## config.mk

```make
export PLATFORM = sky130hd
export DESIGN_NAME = glyph_expand
export DESIGN_NICKNAME = d
export VERILOG_FILES = /design/src/rtl/glyph_pkg.sv /design/src/rtl/glyph_regs.sv /design/src/rtl/glyph_shift.sv /design/src/rtl/glyph_color_sel.sv /design/src/rtl/glyph_expand.sv
export SDC_FILE = /design/constraint.sdc
export NUM_CORES = 1
export LEC_CHECK = 0
export BUFFER_PORTS_ARGS = -buffer_cell sky130_fd_sc_hd__buf_4
export CAP_MARGIN = 5
export CORE_UTILIZATION = 36
export CTS_BUF_LIST = sky130_fd_sc_hd__clkbuf_16
export DETAILED_ROUTE_END_ITERATION = 6
export SLEW_MARGIN = 30
export SYNTH_ARGS = -nofsm -noshare
export SYNTH_HDL_FRONTEND = slang
export SYNTH_SLANG_ARGS = --single-unit
export TNS_END_PERCENT = 50
```

## constraint.sdc

```tcl
create_clock -name clk -period 8 [get_ports clk]
set_input_delay 1.6 -clock clk [delete_from_list [all_inputs] [get_ports clk]]
set_output_delay 1.6 -clock clk [all_outputs]
set_load 0.01 [all_outputs]
```

## src/rtl/glyph_pkg.sv

```systemverilog
package glyph_pkg;

    typedef enum logic [2:0] {
        GA_FG   = 3'd0,
        GA_BG   = 3'd1,
        GA_PAIR = 3'd2,
        GA_WID  = 3'd3,
        GA_POS  = 3'd4,
        GA_STEP = 3'd5,
        GA_ROW  = 3'd6,
        GA_NONE = 3'd7
    } glyph_addr_e;

endpackage

```

## src/rtl/glyph_regs.sv

```systemverilog
module glyph_regs
    import glyph_pkg::*;
#(
    parameter int DATA_W  = 32,
    parameter int PIX_W   = 32,
    parameter int COORD_W = 16,
    parameter int ADDR_W  = 3,
    localparam int CNT_W  = $clog2(DATA_W + 1),
    localparam int WD_W   = 2 * PIX_W
) (
    input  logic               clk,
    input  logic               rst_n,
    input  logic               wr_ok,
    input  logic [ADDR_W-1:0]  addr,
    input  logic [WD_W-1:0]    wdata,
    output logic [PIX_W-1:0]   fg,
    output logic [PIX_W-1:0]   bg,
    output logic [CNT_W-1:0]   wid,
    output logic [COORD_W-1:0] cur_x,
    output logic [COORD_W-1:0] cur_y,
    output logic               row_go,
    output logic [DATA_W-1:0]  row_bits
);

    typedef struct packed {
        logic [PIX_W-1:0]   fg;
        logic [PIX_W-1:0]   bg;
        logic [CNT_W-1:0]   wid;
        logic [COORD_W-1:0] py;
        logic [COORD_W-1:0] px;
        logic [COORD_W-1:0] sy;
        logic [COORD_W-1:0] sx;
    } rf_t;

    rf_t rf_d, rf_q;
    logic go_d;

    always_comb begin
        rf_d = rf_q;
        go_d = 1'b0;
        if (wr_ok) begin
            case (glyph_addr_e'(addr))
                GA_FG:   rf_d.fg = wdata[PIX_W-1:0];
                GA_BG:   rf_d.bg = wdata[PIX_W-1:0];
                GA_PAIR: begin
                    rf_d.fg = wdata[WD_W-1:PIX_W];
                    rf_d.bg = wdata[PIX_W-1:0];
                end
                GA_WID: begin
                    if (wdata[CNT_W-1:0] > CNT_W'(DATA_W))
                        rf_d.wid = CNT_W'(DATA_W);
                    else
                        rf_d.wid = wdata[CNT_W-1:0];
                end
                GA_POS: begin
                    rf_d.py = wdata[2*COORD_W-1:COORD_W];
                    rf_d.px = wdata[COORD_W-1:0];
                end
                GA_STEP: begin
                    rf_d.sy = wdata[2*COORD_W-1:COORD_W];
                    rf_d.sx = wdata[COORD_W-1:0];
                end
                GA_ROW: begin
                    go_d    = 1'b1;
                    rf_d.py = rf_q.py + rf_q.sy;
                    rf_d.px = rf_q.px + rf_q.sx;
                end
                default: ;
            endcase
        end
    end

    always_ff @(posedge clk) begin
        if (!rst_n) begin
            rf_q     <= '0;
            rf_q.wid <= CNT_W'(DATA_W);
            rf_q.sy  <= COORD_W'(1);
        end else begin
            rf_q <= rf_d;
        end
    end

    assign fg       = rf_q.fg;
    assign bg       = rf_q.bg;
    assign wid      = rf_q.wid;
    assign cur_x    = rf_q.px;
    assign cur_y    = rf_q.py;
    assign row_go   = go_d;
    assign row_bits = wdata[DATA_W-1:0];


    wid_max_chk: assert property (@(posedge clk) disable iff (!rst_n)
        rf_q.wid <= CNT_W'(DATA_W));


    pos_step_chk: assert property (@(posedge clk) disable iff (!rst_n)
        row_go |=> (rf_q.py == COORD_W'($past(rf_q.py) + $past(rf_q.sy))) &&
                   (rf_q.px == COORD_W'($past(rf_q.px) + $past(rf_q.sx))));


    pair_load_chk: assert property (@(posedge clk) disable iff (!rst_n)
        (wr_ok && addr == ADDR_W'(GA_PAIR)) |=>
            (rf_q.fg == $past(wdata[WD_W-1:PIX_W])) && (rf_q.bg == $past(wdata[PIX_W-1:0])));

endmodule

```

## src/rtl/glyph_shift.sv

```systemverilog
module glyph_shift #(
    parameter int DATA_W  = 32,
    parameter int COORD_W = 16,
    localparam int CNT_W  = $clog2(DATA_W + 1)
) (
    input  logic               clk,
    input  logic               rst_n,
    input  logic               go,
    input  logic [DATA_W-1:0]  bits,
    input  logic [CNT_W-1:0]   wid_in,
    input  logic [COORD_W-1:0] x_in,
    input  logic [COORD_W-1:0] y_in,
    output logic               rdy,
    output logic               pix_we,
    output logic               pix_bit,
    output logic [COORD_W-1:0] pix_x,
    output logic [COORD_W-1:0] pix_y
);

    typedef struct packed {
        logic               busy;
        logic [CNT_W-1:0]   cnt;
        logic [CNT_W-1:0]   wid;
        logic [DATA_W-1:0]  sh;
        logic [COORD_W-1:0] x0;
        logic [COORD_W-1:0] y0;
    } sh_t;

    sh_t st_d, st_q;
    logic last_px;
    logic start;

    assign last_px = st_q.busy && (st_q.cnt == st_q.wid - CNT_W'(1));
    assign start   = go && (wid_in != '0);

    always_comb begin
        st_d = st_q;
        if (st_q.busy) begin
            st_d.cnt = st_q.cnt + CNT_W'(1);
            st_d.sh  = st_q.sh << 1;
            if (last_px)
                st_d.busy = 1'b0;
        end
        if (start) begin
            st_d.busy = 1'b1;
            st_d.cnt  = '0;
            st_d.wid  = wid_in;
            st_d.sh   = bits;
            st_d.x0   = x_in;
            st_d.y0   = y_in;
        end
    end

    always_ff @(posedge clk) begin
        if (!rst_n)
            st_q <= '0;
        else
            st_q <= st_d;
    end

    assign rdy     = !st_q.busy || last_px;
    assign pix_we  = st_q.busy;
    assign pix_bit = st_q.sh[DATA_W-1];
    assign pix_x   = st_q.x0 + COORD_W'(st_q.cnt);
    assign pix_y   = st_q.y0;


    go_gated_chk: assert property (@(posedge clk) disable iff (!rst_n)
        !rdy |-> !go);


    row_start_chk: assert property (@(posedge clk) disable iff (!rst_n)
        start |=> (st_q.busy && st_q.cnt == '0));


    cnt_bound_chk: assert property (@(posedge clk) disable iff (!rst_n)
        st_q.busy |-> (st_q.cnt < st_q.wid));


    chain_chk: assert property (@(posedge clk) disable iff (!rst_n)
        (last_px && start) |=> (pix_we && pix_x == $past(x_in)));

endmodule

```

## src/rtl/glyph_color_sel.sv

```systemverilog
module glyph_color_sel #(
    parameter int PIX_W = 32
) (
    input  logic             sel_fg,
    input  logic [PIX_W-1:0] fg,
    input  logic [PIX_W-1:0] bg,
    output logic [PIX_W-1:0] color
);

    always_comb begin
        color = sel_fg ? fg : bg;
    end

endmodule

```

## src/rtl/glyph_expand.sv

```systemverilog
module glyph_expand #(
    parameter int DATA_W  = 32,
    parameter int PIX_W   = 32,
    parameter int COORD_W = 16,
    parameter int ADDR_W  = 3,
    localparam int CNT_W  = $clog2(DATA_W + 1),
    localparam int WD_W   = 2 * PIX_W
) (
    input  logic               clk,
    input  logic               rst_n,
    input  logic               reg_we,
    input  logic [ADDR_W-1:0]  reg_addr,
    input  logic [WD_W-1:0]    reg_wdata,
    output logic               reg_ready,
    output logic               pix_we,
    output logic [COORD_W-1:0] pix_x,
    output logic [COORD_W-1:0] pix_y,
    output logic [PIX_W-1:0]   pix_data
);

    logic               wr_ok;
    logic [PIX_W-1:0]   fg, bg;
    logic [CNT_W-1:0]   wid;
    logic [COORD_W-1:0] cur_x, cur_y;
    logic               row_go;
    logic [DATA_W-1:0]  row_bits;
    logic               pix_bit;

    assign wr_ok = reg_we && reg_ready;

    glyph_regs #(
        .DATA_W(DATA_W), .PIX_W(PIX_W), .COORD_W(COORD_W), .ADDR_W(ADDR_W)
    ) u_regs (
        .clk(clk), .rst_n(rst_n), .wr_ok(wr_ok), .addr(reg_addr), .wdata(reg_wdata),
        .fg(fg), .bg(bg), .wid(wid), .cur_x(cur_x), .cur_y(cur_y),
        .row_go(row_go), .row_bits(row_bits)
    );

    glyph_shift #(
        .DATA_W(DATA_W), .COORD_W(COORD_W)
    ) u_shift (
        .clk(clk), .rst_n(rst_n), .go(row_go), .bits(row_bits), .wid_in(wid),
        .x_in(cur_x), .y_in(cur_y), .rdy(reg_ready), .pix_we(pix_we),
        .pix_bit(pix_bit), .pix_x(pix_x), .pix_y(pix_y)
    );

    glyph_color_sel #(
        .PIX_W(PIX_W)
    ) u_csel (
        .sel_fg(pix_bit), .fg(fg), .bg(bg), .color(pix_data)
    );

endmodule

```

# After elaboration in Yosys (flattened, before gate mapping)
# Cells that the tools add are included.
# totals
out_inout_bits,66
reg_bits,211
wordCells,54
# classes
magnitude_cmp,1
n_bitwise,1
eq_ne,7
n_mux,10
reduce_logical,17
add_sub_neg,5
# ops
operator,count
one-hot mux 32 bit (2 select lines),2
two-way mux 77 bit,1
two-way mux 32 bit,2
adder 16 bit,2
adder 16 x 6 -> 16 bit,1
AND reduction 2 bit,5
== test 3 bit (second input constant),3
two-way mux 7 bit,1
adder 6 x 1 -> 6 bit (second input constant),1
== test 3 x 2 -> 1 bit (second input constant),2
== test 6 bit,1
> comparator 6 bit (second input constant),1
two-way mux 6 bit,1
nonzero test 2 bit,3
nonzero test 6 bit,1
subtractor 6 x 1 -> 6 bit (second input constant),1
OR reduction 2 bit,2
== test 3 x 1 -> 1 bit (second input constant),1
logical AND 1 bit,3
zero test 3 bit,1
two-way mux 1 bit,3
zero test 1 bit,1
logical OR 1 bit,1
inverter 1 bit,1

# Logic depth before layout (Yosys ltp)
# Gate-level depths: netlist of the first run.
# logic_depth
depth_word,8
depth_mapped,11
depth_no_buf,11

# Modules after synthesis
# Synthesis of the first run repeated with hierarchy kept, for this count alone.
# hier_totals
cells_unflattened,1421
hier_area_um2,12213.0
# modules_own_cells
mod,seq_area_each_um2,cells_each,instances,area_per_inst_um2
glyph_regs,2682.6,962,1,7850.0
glyph_shift,1541.5,422,1,3812.4
glyph_color_sel,0.0,36,1,544.3
glyph_expand,0.0,1,1,6.3

# Worst setup path after synthesis of the first run
# OpenSTA, ideal clock, no wires.
# synth_timing
kind,flip-flop to output port
startpoint,register u_shift.st_q[70] (netlist name)
endpoint,output pix_x[14]
required_time_ns,6.400
path_buffers,0
slack_ns,4.238
arrival_ns,2.162
stages_incl_launch_ff,12
path_cell_list,dfxtp_1 -> ha_1 -> inv_1 -> fa_1 -> inv_1 -> a21o_1 -> a21oi_1 -> o21bai_1 -> a21o_1 -> nor2b_1 -> nand3_1 -> xnor2_1
# synth_between
elab_chain_cells,1
# synth_rtl
item,line_no,source
start: declaration,glyph_shift.sv:29,"sh_t st_d, st_q;"
start signal: assignment,glyph_shift.sv:58,st_q <= st_d;
adder 16 x 6 -> 16 bit,glyph_shift.sv:64,assign pix_x = st_q.x0 + COORD_W'(st_q.cnt);
end: declaration,glyph_expand.sv:16,"output logic [COORD_W-1:0] pix_x,"
# No other way between the ends.

# Worst setup path after layout of the first run
# layout_timing
startpoint,register u_shift.st_q[70] (netlist name)
endpoint,output pix_x[12]
# The elaborated chain is that of the path after synthesis.

==> results.json, run 1 <==
{
  "synth-xor-area-share": 0.04029,
  "end_kind": "primary output",
  "synth_commonest_cells": "nand2_1, dfxtp_1, mux2i_1, o211a_1, clkbuf_1",
  "ios": 136,
  "crit_chain": "ha_1, inv_1, fa_1, inv_1, a21o_1, a21oi_1, o21bai_1, a21o_1, nor2b_1, nand3_1, xnor2_1, buf_4",
  "cts_tree": "done",
  "finalHoldWorstSlack_ns": 0.4514,
  "yosysTopAreaCellShare": 0.3768,
  "cpMaxStageDelayCell": "fa_1",
  "period_share": 0.5779,
  "p_int_mw": 1.823,
  "cts_hold_buf": 0,
  "synth_nets": 1337,
  "fin_skew_ns": 0.009637,
  "totalWireLength_um": 28110,
  "drtAntennaViolNets": 0,
  "syn_area_per_cell_um2": 9.144,
  "num_antenna_cells": 0,
  "crit_required_ns": 6.40,
  "ctsRootBufferMaster": "clkbuf_16",
  "async_flop_share": 0,
  "synth_cell_types": 62,
  "layout-drive-gt1-share": 0.1714,
  "area.sequential_um2": 4225,
  "reg2reg_depth": 8,
  "core_um2": 30590,
  "drc_errors": 0,
  "finalSetupViolations": 0,
  "post-cts-setup-buffer-count": 0,
  "multi_input_area_um2": 6449,
  "grt_use_total": 0.1780,
  "crit_type": "reg -> out",
  "tightest_slew_ns": 0.8920,
  "fin_crit_ns": 4.623,
  "critPathLaunchType": "register",
  "swShare": 0.2425,
  "pwr-share-clk": 0.435,
  "n_fill_cell": 3044,
  "reg2reg_from": "u_shift.st_q[64]$_SDFFE_PN0P_",
  "clk_pin_slew_ns": 0.06,
  "p_sw_mw": 0.5835,
  "hold_viol": 0,
  "synth_area_leaders": "dfxtp_1, mux2i_1, nand2_1",
  "vias": 8699,
  "final-max-slew-violation-count": 0,
  "critical-path-max-stage-delay_ns": 0.46,
  "outcome": "finished, final reports clean",
  "overflow": 0,
  "syn-cell-area_um2": 11210,
  "die_h_um": 178.5,
  "clock_latency_ns": 0.51,
  "synth_compound_area_frac": 0.1992,
  "startpoint": "u_shift.st_q[70]$_SDFFE_PP0P_",
  "wl_per_cell_um": 16.45,
  "path_buf_inv": 3,
  "cts.sinks": 211,
  "rsz0062_at_grt": "false",
  "clk_path_buf_depth": 3,
  "drt_iter0_drc": 520,
  "dp_hpwl_um": 19040,
  "yosysTopAreaCell": "dfxtp_1",
  "grt_pass1_wl_um": 45570,
  "crit_end": "pix_x[12]",
  "power.share.sequential": 0.461,
  "port_buffers": 135,
  "drv_cap": 0,
  "firstDrtPassIters": 6,
  "ys.warnings.count": 0,
  "cp.depth": 12,
  "areaGrowthSynthToFinish_pct": 16.79,
  "path_delay_family": "adder cells",
  "synth_edf_count": 0,
  "final_nets": 1410,
  "yosysMostFrequentCell": "nand2_1",
  "hp-class": "reg -> reg",
  "r2r_end": "u_regs.cur_y[2]$_SDFFE_PN0P_",
  "synth_flop_cell": "dfxtp_1",
  "pwr-share-comb": 0.105,
  "synth.area.mux_share": 0.1259,
  "die_w_um": 178.5,
  "antenna_found_initial": 0,
  "via_per_inst": 5.090,
  "synth_top_family_by_area": "compound AO/OA/AOI/OAI gates",
  "ys_ff_latch": 211,
  "grt_max_degree": 104,
  "synthCells": 1226,
  "power.leakage_nw": 6.014,
  "relSlewSlack": 0.4053,
  "design.die.area_um2": 31850,
  "grt_pass1_vias": 8387,
  "cts_htree_levels": 1,
  "place_congestion": 0.8169,
  "cts.repair.resized": 0,
  "synth_seq_area_share": 0.3768,
  "cts_buffers": 24,
  "cp.arrival_ns": 3.02,
  "crit_fanout": 5,
  "rows": 64,
  "synthSimpleGateAreaFrac": 0.1569,
  "peakVddDrop_uv": 158.3,
  "synthAdderAreaFrac": 0.04777,
  "rrSetupSlack_ns": 4.62,
  "power.density_nw_per_um2": 183.8,
  "fin_tns_setup_ns": 0,
  "initial_core_util": 0.3665,
  "timing.fmax_ghz": 0.2163
}
-- worst min-delay path, cell delays in order (launching register included) --
cell and delay (ns):
dfxtp_1 0.31, nand2_1 0.05, a21boi_1 0.05
-- how the worst min path moves through the flow --
stage	from	end	slack, ns	cells after the start
after detailed placement	u_shift.pix_y[12]$_SDFFE_PN0P_	u_shift.pix_y[12]$_SDFFE_PN0P_	0.45	2
after CTS	u_shift.pix_y[12]$_SDFFE_PN0P_	u_shift.pix_y[12]$_SDFFE_PN0P_	0.46	2
after global placement	u_shift.pix_y[12]$_SDFFE_PN0P_	u_shift.pix_y[12]$_SDFFE_PN0P_	0.45	2
after global routing	u_regs.rf_q[29]$_SDFFE_PN0P_	u_regs.rf_q[29]$_SDFFE_PN0P_	0.48	2
after floorplan	u_shift.pix_y[10]$_SDFFE_PN0P_	u_shift.pix_y[10]$_SDFFE_PN0P_	0.44	2
final	u_shift.pix_y[12]$_SDFFE_PN0P_	u_shift.pix_y[12]$_SDFFE_PN0P_	0.45	2
-- routing by layer --
metal	up-vias	GRT usage	share of wire
met1	4034	0.2630	0.51
met5	-	0	0
li1	4436	-	-
met3	25	0.03879	0.063
met4	0	0.03743	0.014
met2	204	0.2613	0.41
-- registers in the layout, indices dropped and copies added (netlist names) --
signal / count
u_shift.pix_bit: 1
u_shift.pix_we: 1
u_regs.cur_y: 16
u_regs.rf_q: 32
u_shift.pix_y: 16
u_regs.bg: 32
u_regs.wid: 6
u_regs.cur_x: 16
u_shift.st_q: 59
u_regs.fg: 32
-- stage by stage --
stage / cells / instance area, um^2 / setup slack [ns] / power [mW] / util
4_1_cts: 1708 / 13070 / 3.310 / 2.436 / 0.4272
5_1_grt: 1709 / 13090 / 3.088 / 2.507 / 0.4280
3_3_place_gp: 1668 / 12320 / 3.867 / 1.379 / 0.4028
6_report: 1709 / 13090 / 3.377 / 2.406 / 0.4280
3_5_place_dp: 1668 / 12330 / 3.820 / 1.384 / 0.4032
2_1_floorplan: 1226 / 11210 / 4.238 / 1.289 / -
-- kinds of logic after synthesis --
| kind of cell | count (synthesis) |
|---|---|
| AOI/OAI and AO/OA | 281 |
| xor gates and xnor gates | 50 |
| adders and majority gates | 41 |
| buffers and inverters | 117 |
| DFF | 211 |
| muxes | 137 |
| and+or+nand+nor | 389 |
-- power by group through the flow --
stage | clock, mW | combinational (mW) | sequential, mW
global placement | 0 | 0.249 | 1.13
floorplan | 0 | 0.166 | 1.12
global route | 1.12 | 0.279 | 1.11
detailed placement | 0 | 0.253 | 1.13
finish | 1.05 | 0.252 | 1.11
CTS | 1.07 | 0.254 | 1.11
-- cells in the final DEF (no fill, tap or decap), types with 4 or more instances in the layout --
cell,Yosys,final
dfxtp_1,211,210
o211a_1,78,78
a21boi_1,43,43
nand2_1,255,255
inv_1,16,21
xor2_1,16,16
clkbuf_16,0,25
mux2_2,32,32
a21o_1,17,17
or3_1,4,4
o21ai_0,22,22
clkinv_1,0,7
o21bai_1,4,4
a21oi_1,25,25
nand3_1,16,16
nor3_1,8,8
nand4_1,5,5
o21a_1,5,5
mux2i_1,105,105
nor2_1,25,25
and3_1,7,7
xnor2_1,33,33
a31oi_1,7,7
a21boi_0,32,32
nor2b_1,50,49
buf_4,20,146
o211ai_1,17,17
ha_1,38,38
-- layout make-up --
cell class                 instances  share of cell area
clock inverter                    15            0.008410
tap                              396             0.03784
inverter                          16            0.004587
multi-input combinational        898              0.4925
sequential                       211              0.3227
clock buffer                      25             0.04778
timing repair buffer             148             0.08610
Power figures use the tool's default switching activity.
==> inputs of run 2 (changes only) <==
Clock period 8 ns to 4.4 ns, I/O delays scaled along.
==> results.json, run 2 (synthesis gave the netlist of run 1 again) <==
{
  "clk_pin_slew_ns": 0.06,
  "ios": 136,
  "initial_core_util": 0.3665,
  "pwr-share-comb": 0.107,
  "core_um2": 30590,
  "final-max-slew-violation-count": 0,
  "cts.sinks": 211,
  "rows": 64,
  "p_int_mw": 3.258,
  "critPathLaunchType": "register",
  "mostFrequentLayoutCells": "nand2_1, dfxtp_1, buf_4, mux2i_1, o211a_1",
  "crit_fanout": 5,
  "cts.repair.resized": 0,
  "largest_reg_flops": 59,
  "hp-class": "reg -> reg",
  "rsz0062_at_grt": "false",
  "drt_iter0_drc": 435,
  "areaGrowthSynthToFinish_pct": 16.88,
  "final_area_um2": 13100,
  "grt_pass1_wl_um": 45120,
  "end_kind": "primary output",
  "vias": 8727,
  "drv_cap": 0,
  "via_per_inst": 5.095,
  "relSlewSlack": 0.4219,
  "fin_util": 0.4283,
  "fin_skew_ns": 0.007680,
  "total_power_mw": 4.322,
  "period_share": 0.8887,
  "finalSetupViolations": 0,
  "reg2reg_depth": 8,
  "fin_crit_ns": 3.910,
  "power.share.sequential": 0.467,
  "layout.cells.most_common": "nand2_1",
  "die_w_um": 178.5,
  "ctsRootBufferMaster": "clkbuf_16",
  "p_sw_mw": 1.064,
  "power.density_nw_per_um2": 329.8,
  "layout-drive-gt1-share": 0.1733,
  "cts_htree_levels": 1,
  "clk_path_buf_depth": 3,
  "antenna_found_initial": 3,
  "min_path_cells": 2,
  "cts_hold_buf": 0,
  "clock_latency_ns": 0.52,
  "cts_buffers": 24,
  "timing.fmax_ghz": 0.2557,
  "grt_use_total": 0.1765,
  "regMostFlops": "u_shift.st_q",
  "firstDrtPassIters": 5,
  "placement.cell_area_um2": 12380,
  "pwr-share-clk": 0.427,
  "design.die.area_um2": 31850,
  "hold_viol": 0,
  "totalWireLength_um": 27980,
  "place_congestion": 0.8133,
  "drtAntennaViolNets": 0,
  "dp_hpwl_um": 19280,
  "cp.arrival_ns": 3.03,
  "die_h_um": 178.5,
  "crit_required_ns": 3.52,
  "outcome": "finished, final reports clean",
  "crit_type": "reg -> out",
  "port_buffers": 135,
  "overflow": 0,
  "cts_tree": "done",
  "final_nets": 1413,
  "grt_max_degree": 104,
  "post-cts-setup-buffer-count": 0,
  "fin_tns_setup_ns": 0,
  "peakVddDrop_uv": 195.2,
  "wl_per_cell_um": 16.33,
  "power.leakage_nw": 6.023,
  "tightest_slew_ns": 0.8453,
  "drc_errors": 0,
  "grt_pass1_vias": 8427,
  "finalHoldWorstSlack_ns": 0.4521,
  "swShare": 0.2461
}
[run 2: final timing paths]
kind	from	end	slack, ns
min reg2reg	u_shift.pix_y[12]$_SDFFE_PN0P_	u_shift.pix_y[12]$_SDFFE_PN0P_	0.45
max reg2reg	u_shift.st_q[64]$_SDFFE_PN0P_	u_regs.cur_x[3]$_SDFFE_PN0P_	0.86
max	u_shift.st_q[70]$_SDFFE_PP0P_	pix_x[14]	0.49
min	u_shift.pix_y[12]$_SDFFE_PN0P_	u_shift.pix_y[12]$_SDFFE_PN0P_	0.45
[run 2: area by class of cell]
class / count / area, um^2
Inverter: 16 / 60.06
Tap cell: 396 / 495.5
Sequential cell: 211 / 4225
Fill cell: 3088 / 17490
Timing Repair Buffer: 151 / 1175
Multi-Input combinational cell: 898 / 6432
Clock buffer: 25 / 625.6
Antenna cell: 1 / 2.502
Clock inverter: 15 / 86.33
[run 2: per-stage QoR]
stage,std cells,worst slack (ns)
2_1_floorplan,1226,1.358
3_3_place_gp,1672,1.028
3_5_place_dp,1672,0.9268
4_1_cts,1712,0.4382
5_1_grt,1712,0.2414
6_report,1713,0.4896
[run 2: per-layer routing]
metal | share of wire | GRT usage
met1 | 0.51 | 0.2582
met2 | 0.41 | 0.2642
met3 | 0.061 | 0.03751
met4 | 0.012 | 0.03460
met5 | 0.00061 | 0
[run 2: critical path: stages (launching register included)]
cell and delay, ns:
dfxtp_1 0.43, ha_1 0.22, inv_1 0.07, fa_1 0.45
inv_1 0.07, a21o_1 0.12, a21oi_1 0.10, o21bai_1 0.15
a21o_1 0.19, nor2b_1 0.30, nand3_1 0.14, xnor2_1 0.15
buf_4 0.14
[run 2: power by group through the flow]
stage | clock network, mW | logic (mW) | registers (mW)
2_1_floorplan | 0 | 0.301 | 2.04
3_3_place_gp | 0 | 0.456 | 2.06
3_5_place_dp | 0 | 0.463 | 2.06
4_1_cts | 1.89 | 0.465 | 2.02
5_1_grt | 1.96 | 0.508 | 2.02
6_report | 1.84 | 0.461 | 2.02
